**config.mk**
```make
export PLATFORM = sky130hd
export DESIGN_NAME = spi_port
export DESIGN_NICKNAME = d
export VERILOG_FILES = /design/src/rtl/spi_pkg.sv /design/src/rtl/spi_mst.sv /design/src/rtl/spi_slv.sv /design/src/rtl/spi_port.sv
export SDC_FILE = /design/constraint.sdc
export NUM_CORES = 1
export LEC_CHECK = 0
export BUFFER_PORTS_ARGS = -buffer_cell sky130_fd_sc_hd__buf_2
export CAP_MARGIN = 0
export CORE_UTILIZATION = 40
export DETAILED_ROUTE_END_ITERATION = 8
export GPL_ROUTABILITY_DRIVEN = 1
export HOLD_SLACK_MARGIN = 0.1
export SYNTH_ARGS = -nofsm -noshare
export SYNTH_HDL_FRONTEND = slang
export SYNTH_HIERARCHICAL = 1
export SYNTH_SLANG_ARGS = --single-unit
export TNS_END_PERCENT = 20
```
**constraint.sdc**
```tcl
create_clock -name clk -period 2.2 [get_ports clk]
set_clock_uncertainty 0.15 [all_clocks]
set_input_delay 0.11 -clock clk [delete_from_list [all_inputs] [get_ports clk]]
set_output_delay 0.11 -clock clk [all_outputs]
set_load 0.005 [all_outputs]
```
**src/rtl/spi_pkg.sv**
```systemverilog
package spi_pkg;

  typedef enum logic [1:0] {
    ROLE_OFF   = 2'd0,
    ROLE_MST   = 2'd1,
    ROLE_SLV_S = 2'd2,
    ROLE_SLV_F = 2'd3
  } role_e;

  // half SCK period, in system clocks, per divider choice
  localparam int unsigned HALF_D4  = 2;
  localparam int unsigned HALF_D16 = 8;
  localparam int unsigned HALF_D64 = 32;

  function automatic role_e decode_role(input logic [3:0] sel);
    case (sel)
      4'b0000, 4'b0001, 4'b0010: decode_role = ROLE_MST;
      4'b0100:                   decode_role = ROLE_SLV_S;
      4'b0101:                   decode_role = ROLE_SLV_F;
      default:                   decode_role = ROLE_OFF;
    endcase
  endfunction

  function automatic int unsigned half_clocks(input logic [1:0] sel);
    case (sel)
      2'b00:   half_clocks = HALF_D4;
      2'b01:   half_clocks = HALF_D16;
      default: half_clocks = HALF_D64;
    endcase
  endfunction

endpackage

```
**src/rtl/spi_mst.sv**
```systemverilog
module spi_mst
  import spi_pkg::*;
#(
  parameter int DW = 8
) (
  input  logic          clk,
  input  logic          rst_n,
  input  logic          run,
  input  logic          halt,
  input  logic          start,
  input  logic [DW-1:0] tx_data,
  input  logic [1:0]    div_sel,
  input  logic          cpol,
  input  logic          cke,
  input  logic          smp,
  input  logic          sdi,
  output logic          sck,
  output logic          sdo,
  output logic          busy,
  output logic          done,
  output logic [DW-1:0] rx_byte
);
  localparam int HW   = $clog2(HALF_D64 + 1);
  localparam int HC_W = $clog2(2 * DW);

  function automatic logic [DW-1:0] push_bit(input logic [DW-1:0] v, input logic b);
    return {v[DW-2:0], b};
  endfunction

  logic [HW-1:0]   dcnt;
  logic [HC_W-1:0] hidx;
  logic [DW-1:0]   tx_sr, rx_sr;

  wire [HW-1:0] half      = HW'(half_clocks(div_sel));
  wire          odd       = hidx[0];
  wire          last_half = (hidx == HC_W'(2 * DW - 1));
  wire          half_end  = busy && !halt && (dcnt >= half - 1'b1);
  wire          take      = half_end && (odd == smp);
  wire [DW-1:0] rx_next   = take ? push_bit(rx_sr, sdi) : rx_sr;

  assign done    = half_end && last_half;
  assign rx_byte = rx_next;
  assign sdo     = tx_sr[DW-1];
  assign sck     = cpol ^ (busy && (odd == cke));

  always_ff @(posedge clk or negedge rst_n) begin
    if (!rst_n) begin
      busy  <= 1'b0;
      dcnt  <= '0;
      hidx  <= '0;
      tx_sr <= '0;
      rx_sr <= '0;
    end else if (!run) begin
      busy <= 1'b0;
    end else if (!busy) begin
      if (start) begin
        busy  <= 1'b1;
        dcnt  <= '0;
        hidx  <= '0;
        tx_sr <= tx_data;
      end
    end else if (!halt) begin
      if (half_end) begin
        dcnt  <= '0;
        hidx  <= hidx + 1'b1;
        rx_sr <= rx_next;
        if (odd) begin
          if (last_half) busy <= 1'b0;
          else           tx_sr <= tx_sr << 1;
        end
      end else begin
        dcnt <= dcnt + 1'b1;
      end
    end
  end

  // a halted transfer keeps its position and outgoing data
  a_r6_halt_hold: assert property (@(posedge clk) disable iff (!rst_n)
    (busy && halt && run) |=> ($stable(hidx) && $stable(dcnt) && $stable(tx_sr)));

endmodule

```
**src/rtl/spi_slv.sv**
```systemverilog
module spi_slv #(
  parameter int DW = 8
) (
  input  logic          clk,
  input  logic          rst_n,
  input  logic          run,
  input  logic          use_sel,
  input  logic          sck_in,
  input  logic          ss_n,
  input  logic          sdi,
  input  logic          cpol,
  input  logic          cke,
  input  logic          load,
  input  logic [DW-1:0] tx_data,
  output logic          sdo,
  output logic          sdo_oe,
  output logic          busy,
  output logic          done,
  output logic [DW-1:0] rx_byte
);
  localparam int CW = $clog2(DW);

  function automatic logic [DW-1:0] push_bit(input logic [DW-1:0] v, input logic b);
    return {v[DW-2:0], b};
  endfunction

  logic [2:0]    sck_sy;
  logic [1:0]    ss_sy;
  logic [CW-1:0] cnt;
  logic [DW-1:0] tx_sr, rx_sr;

  wire lvl_act  = sck_sy[1] ^ cpol;
  wire prv_act  = sck_sy[2] ^ cpol;
  wire lead     = lvl_act && !prv_act;
  wire trail    = !lvl_act && prv_act;
  wire desel    = use_sel && ss_sy[1];
  wire active   = run && !desel;
  wire smp_edge = active && (cke ? lead : trail);
  wire chg_edge = active && (cke ? trail : lead);
  wire last_bit = (cnt == CW'(DW - 1));

  assign rx_byte = push_bit(rx_sr, sdi);
  assign done    = smp_edge && last_bit;
  assign busy    = (cnt != '0);
  assign sdo     = tx_sr[DW-1];
  assign sdo_oe  = active;

  always_ff @(posedge clk or negedge rst_n) begin
    if (!rst_n) begin
      sck_sy <= '0;
      ss_sy  <= '1;
      cnt    <= '0;
      tx_sr  <= '0;
      rx_sr  <= '0;
    end else begin
      sck_sy <= {sck_sy[1:0], sck_in};
      ss_sy  <= {ss_sy[0], ss_n};
      if (load)                         tx_sr <= tx_data;
      else if (chg_edge && cnt != '0)   tx_sr <= tx_sr << 1;
      if (!active) begin
        cnt <= '0;
      end else if (smp_edge) begin
        rx_sr <= rx_byte;
        cnt   <= last_bit ? '0 : cnt + 1'b1;
      end
    end
  end

  // a deselect (synchronised) always leaves the bit count at zero
  a_r8_desel_restart: assert property (@(posedge clk) disable iff (!rst_n)
    (use_sel && $past(ss_sy[1]) && ss_sy[1]) |-> (cnt == '0));

endmodule

```
**src/rtl/spi_port.sv**
```systemverilog
module spi_port
  import spi_pkg::*;
#(
  parameter int DW = 8
) (
  input  logic          clk,
  input  logic          rst_n,
  input  logic          halt,
  input  logic          bus_wr,
  input  logic          bus_rd,
  input  logic [1:0]    bus_addr,
  input  logic [DW-1:0] bus_wdata,
  output logic [DW-1:0] bus_rdata,
  output logic          irq,
  output logic          sck_out,
  input  logic          sck_in,
  input  logic          ss_n,
  input  logic          sdi,
  output logic          sdo,
  output logic          sdo_oe
);
  logic [DW-1:0] data_buf;
  logic          wcol, ovf, en, cpol, smp, cke, bf, flag;
  logic [3:0]    role_sel;

  role_e role;
  assign role = decode_role(role_sel);

  wire mst_on = en && (role == ROLE_MST);
  wire slv_on = en && (role == ROLE_SLV_S || role == ROLE_SLV_F);

  logic          mst_busy, mst_done, mst_sck, mst_sdo;
  logic          slv_busy, slv_done, slv_sdo, slv_oe;
  logic [DW-1:0] mst_rx, slv_rx;

  wire in_prog = mst_busy || slv_busy;
  wire wr_buf  = bus_wr && (bus_addr == 2'd0);
  wire rd_buf  = bus_rd && (bus_addr == 2'd0);
  wire accept  = wr_buf && (mst_on || slv_on) && !in_prog;
  wire collide = wr_buf && (mst_on || slv_on) && in_prog;
  wire done    = mst_done || slv_done;
  wire [DW-1:0] rx_any = mst_done ? mst_rx : slv_rx;

  spi_mst #(.DW(DW)) u_mst (
    .clk(clk), .rst_n(rst_n), .run(mst_on), .halt(halt),
    .start(accept && mst_on), .tx_data(bus_wdata), .div_sel(role_sel[1:0]),
    .cpol(cpol), .cke(cke), .smp(smp), .sdi(sdi),
    .sck(mst_sck), .sdo(mst_sdo), .busy(mst_busy), .done(mst_done), .rx_byte(mst_rx)
  );

  spi_slv #(.DW(DW)) u_slv (
    .clk(clk), .rst_n(rst_n), .run(slv_on), .use_sel(role == ROLE_SLV_S),
    .sck_in(sck_in), .ss_n(ss_n), .sdi(sdi), .cpol(cpol), .cke(cke),
    .load(accept && slv_on), .tx_data(bus_wdata),
    .sdo(slv_sdo), .sdo_oe(slv_oe), .busy(slv_busy), .done(slv_done), .rx_byte(slv_rx)
  );

  assign sck_out = mst_sck;
  assign sdo     = slv_on ? slv_sdo : mst_sdo;
  assign sdo_oe  = mst_on || slv_oe;
  assign irq     = flag;

  always_ff @(posedge clk or negedge rst_n) begin
    if (!rst_n) begin
      data_buf <= '0;
      {wcol, ovf, en, cpol, role_sel} <= '0;
      {smp, cke, bf, flag} <= '0;
    end else begin
      if (bus_wr) begin
        case (bus_addr)
          2'd1: {wcol, ovf, en, cpol, role_sel} <= bus_wdata[7:0];
          2'd2: {smp, cke} <= bus_wdata[7:6];
          2'd3: flag <= bus_wdata[0];
          default: ;
        endcase
      end
      if (collide) wcol <= 1'b1;
      if (rd_buf)  bf <= 1'b0;
      if (done) begin
        flag <= 1'b1;
        if (bf) ovf <= 1'b1;
        else begin
          data_buf <= rx_any;
          bf       <= 1'b1;
        end
      end
    end
  end

  always_comb begin
    case (bus_addr)
      2'd0:    bus_rdata = data_buf;
      2'd1:    bus_rdata = DW'({wcol, ovf, en, cpol, role_sel});
      2'd2:    bus_rdata = DW'({smp, cke, 5'b00000, bf});
      default: bus_rdata = DW'(flag);
    endcase
  end

  // a byte completing into an empty buffer fills it and raises the flag
  a_r2_fill: assert property (@(posedge clk) disable iff (!rst_n)
    (done && !bf) |=> (bf && flag));

  // a data write during a byte sets the collision bit
  a_r9_collision: assert property (@(posedge clk) disable iff (!rst_n)
    collide |=> wcol);

  // a byte completing into a full buffer is dropped and flagged
  a_r10_overflow: assert property (@(posedge clk) disable iff (!rst_n)
    (done && bf) |=> (ovf && data_buf == $past(data_buf)));

  // a buffer read with no completion in the same cycle empties it
  a_r11_read_clear: assert property (@(posedge clk) disable iff (!rst_n)
    (rd_buf && !done) |=> !bf);

  // no output drive while disabled
  a_r12_off_quiet: assert property (@(posedge clk) disable iff (!rst_n)
    !en |-> !sdo_oe);

endmodule

```
==> results.cfg <==
[status]
status = finished with violations
violations = setup timing

[clocking]
cts.path.max_buffers = 2
cts_max_level = 3
cts_tree = yes
clkLatencyLatePin_ns = 0.35
cts_num_sinks = 70
cts-root-buf = clkbuf_8
path_clk_slew_ns = 0.08
cts_buffers = 9

[setup_path]
worstReg2RegStart = role_sel[1]
startpoint = role_sel[1]
critPathCapture = u_mst/tx_sr[7]
startpoint_type = flop
worstPathRequired_ns = 2.29
r2r_end = u_mst/tx_sr[7]
worst-setup-path-type = flop to flop
cp-end-kind = flop
cp_data_arrival_time_ns = 2.47
rrSetupSlack_ns = -0.18
critical_path_peak_fanout = 8
worstRegToRegCells = 8

[synth]
synth_most_common_cell = dfrtp_1
yosys-top-cells-area = dfrtp_1 45%, mux2_2 12%, mux2i_1 3.7%
synth_top_family_by_area = multiplexers
async_flop_share_pct = 100
synth_cell_types = 54
seq_area_frac_synth_pct = 46.0
synthSimpleGateAreaFrac_pct = 13.5
netlist_area_mm2 = 0.00382
syn_nets = 369
synth_cells = 343
yosysWarnings = 6
synth_fa_ha_area_share_pct = 2.62
synth_xor_area_share_pct = 1.80
ys_top_cells_by_count = 68 x dfrtp_1, 41 x mux2_2, 23 x o21ai_0, 22 x nand2_1
synth_area_leader_cell = dfrtp_1
synth_edf_count = 0
synth_compound_area_share_pct = 13.1
synth_top_area_share_pct = 44.6
synth_mux_area_share_pct = 20.1
syn_area_per_cell_um2 = 11.1
ys_seq_elements = 70
synth_top_flop_cell = dfrtp_1

[cells_and_area]
final_cells = 586
final_layout_size_suffix_gt1_share_pct = 44.2
area_growth_pct = 36.1
utilization_pct = 56.2
num_antenna_cells = 0
nNetsFinal = 478

[pwr]
p_leak_nw = 2.45
vdd_drop_max_v = 0.000402
total_power_mw = 3.27
p_per_area_mw_per_mm2 = 629

[global_routing]
grt_pass1_vias = 3097
grt_start_max_net_pins = 71
gr-total-overflow = 0
grt_first_pass_wirelength_um = 16000
antenna_found_initial = 0
track_usage_pct = 21.1

[detailed_routing]
wl_met1_um = 4700
viasPerCell = 5.11
detail_route.wl_per_cell_um = 16.6
routed.top_layer = met4
wl_met2_um = 4530
firstDrtPassIters = 6
ant_nets = 0
drt-total-wl_um = 9710
drc_errors = 0
drt-initial-drc-count = 104
vias = 2995
wl_met3_um = 357

[placed_design]
gp_congestion = 0.811
port_buffers = 29
dp.cells = 542
place_ws_ns = -0.265
dp_hpwl_um = 6740

[die]
coreArea_mm2 = 0.00924
ioPinCount = 30
fp.dieW_um = 99.7
dieArea_mm2 = 0.00994
num_rows = 35
die_h_um = 99.7
start_util_pct = 41.3

[sta]
timing.setup.tns_ns = -2.26
rsz0062_at_grt = true
setup_violations = 29
fin_ws_ns = -0.178
drv_slew = 0
hold_violations = 0
fin_crit_ns = 2.38
finalCritPeriodShare_pct = 108
max_freq_mhz = 420

[min_path]
hold_depth = 5
min_path_type = primary input to flop

[job]
cap_violations = 0
==> kinds of logic (layout without fill, tap and decap cells) <==
| family | Yosys count | count (layout) |
|---|---|---|
| AO/OA/AOI/OAI | 76 | 76 |
| XOR/XNOR | 7 | 7 |
| adder cells (fa/ha/maj) | 8 | 8 |
| buffers and inverters | 24 | 138 |
| flip-flops | 70 | 70 |
| multiplexers | 65 | 65 |
| other | 1 | 1 |
| AND/OR/NAND/NOR | 92 | 92 |
==> layout by cell type, fill, tap and decap left out, types with 6 or more instances in the layout <==
master	n
mux2_4	23
nand2_1	20
o21ai_0	16
and3b_1	8
clkbuf_8	10
o21ai_1	7
a21oi_2	6
mux2_2	26
dfrtp_1	68
mux2i_1	14
buf_2	29
buf_4	58
a21oi_1	15
inv_1	9
dlygate4sd3_1	15
nor2_1	19
nor2b_1	9
buf_6	7
==> through the flow <==
stage	cell area (um2)	hold slack (ns)
2_1_floorplan	3870	-0.336
3_3_place_gp	4550	0.0203
3_5_place_dp	4550	0.0178
4_1_cts	5080	0.102
5_1_grt	5190	0.149
6_report	5190	0.128
==> power breakdown <==
group	total (mW)	internal, mW	leakage (nW)	switching (mW)
clock	1.08	0.555	0.0955	0.520
sequential	1.52	1.42	0.888	0.0990
combinational	0.675	0.358	1.46	0.317
==> flip-flops by register name, indices dropped and copies added (netlist names), 2 cells and up <==
register,cells
u_mst/tx_sr,8
u_slv/cnt,3
u_mst/hidx,4
role_sel,4
u_slv/rx_sr,7
data_buf,8
u_mst/rx_sr,8
u_mst/dcnt,6
u_slv/sck_sy,3
u_slv/ss_sy,2
u_slv/tx_sr,8
==> repair_timing <==
item,4_1_cts,5_1_grt
buffers inserted,12,1
resized for setup,28,22
hold buffers,15,0
endpoints found under the hold margin,104,0
endpoints found under the setup margin,34,45
pin swaps,12,12
==> worst min-delay path by stage <==
stage           startpoint       endpoint  slack, ns
2_1_floorplan        rst_n             bf      -0.34
3_3_place_gp         rst_n  u_mst/dcnt[2]       0.02
3_5_place_dp         rst_n  u_mst/dcnt[2]       0.02
4_1_cts        bus_addr[1]             bf       0.10
5_1_grt        bus_addr[1]             bf       0.15
6_report       bus_addr[1]            irq       0.13
==> critical path, stage by stage (launching register included) <==
cell	delay [ns]
dfrtp_1	0.40
buf_4	0.18
a211o_1	0.34
nor2_4	0.14
and2b_2	0.22
o21ai_4	0.08
a211oi_4	0.27
buf_12	0.17
mux2_4	0.30
==> layout make-up <==
cell class                 instances  area [um2]
fill                             779        4050
multi-input combinational        249        2170
sequential                        70        1750
timing repair buffer             112         870
tap                              129         161
clock buffer                      11         141
clock inverter                     5        58.8
inverter                          10        37.5
==> layer usage <==
layer,up-vias,GRT usage (%)
met2,54,33.1
met5,-,0
met4,0,7.35
met3,14,4.57
met1,1485,28.8
li1,1442,-
(Power assumes the default switching activity.)
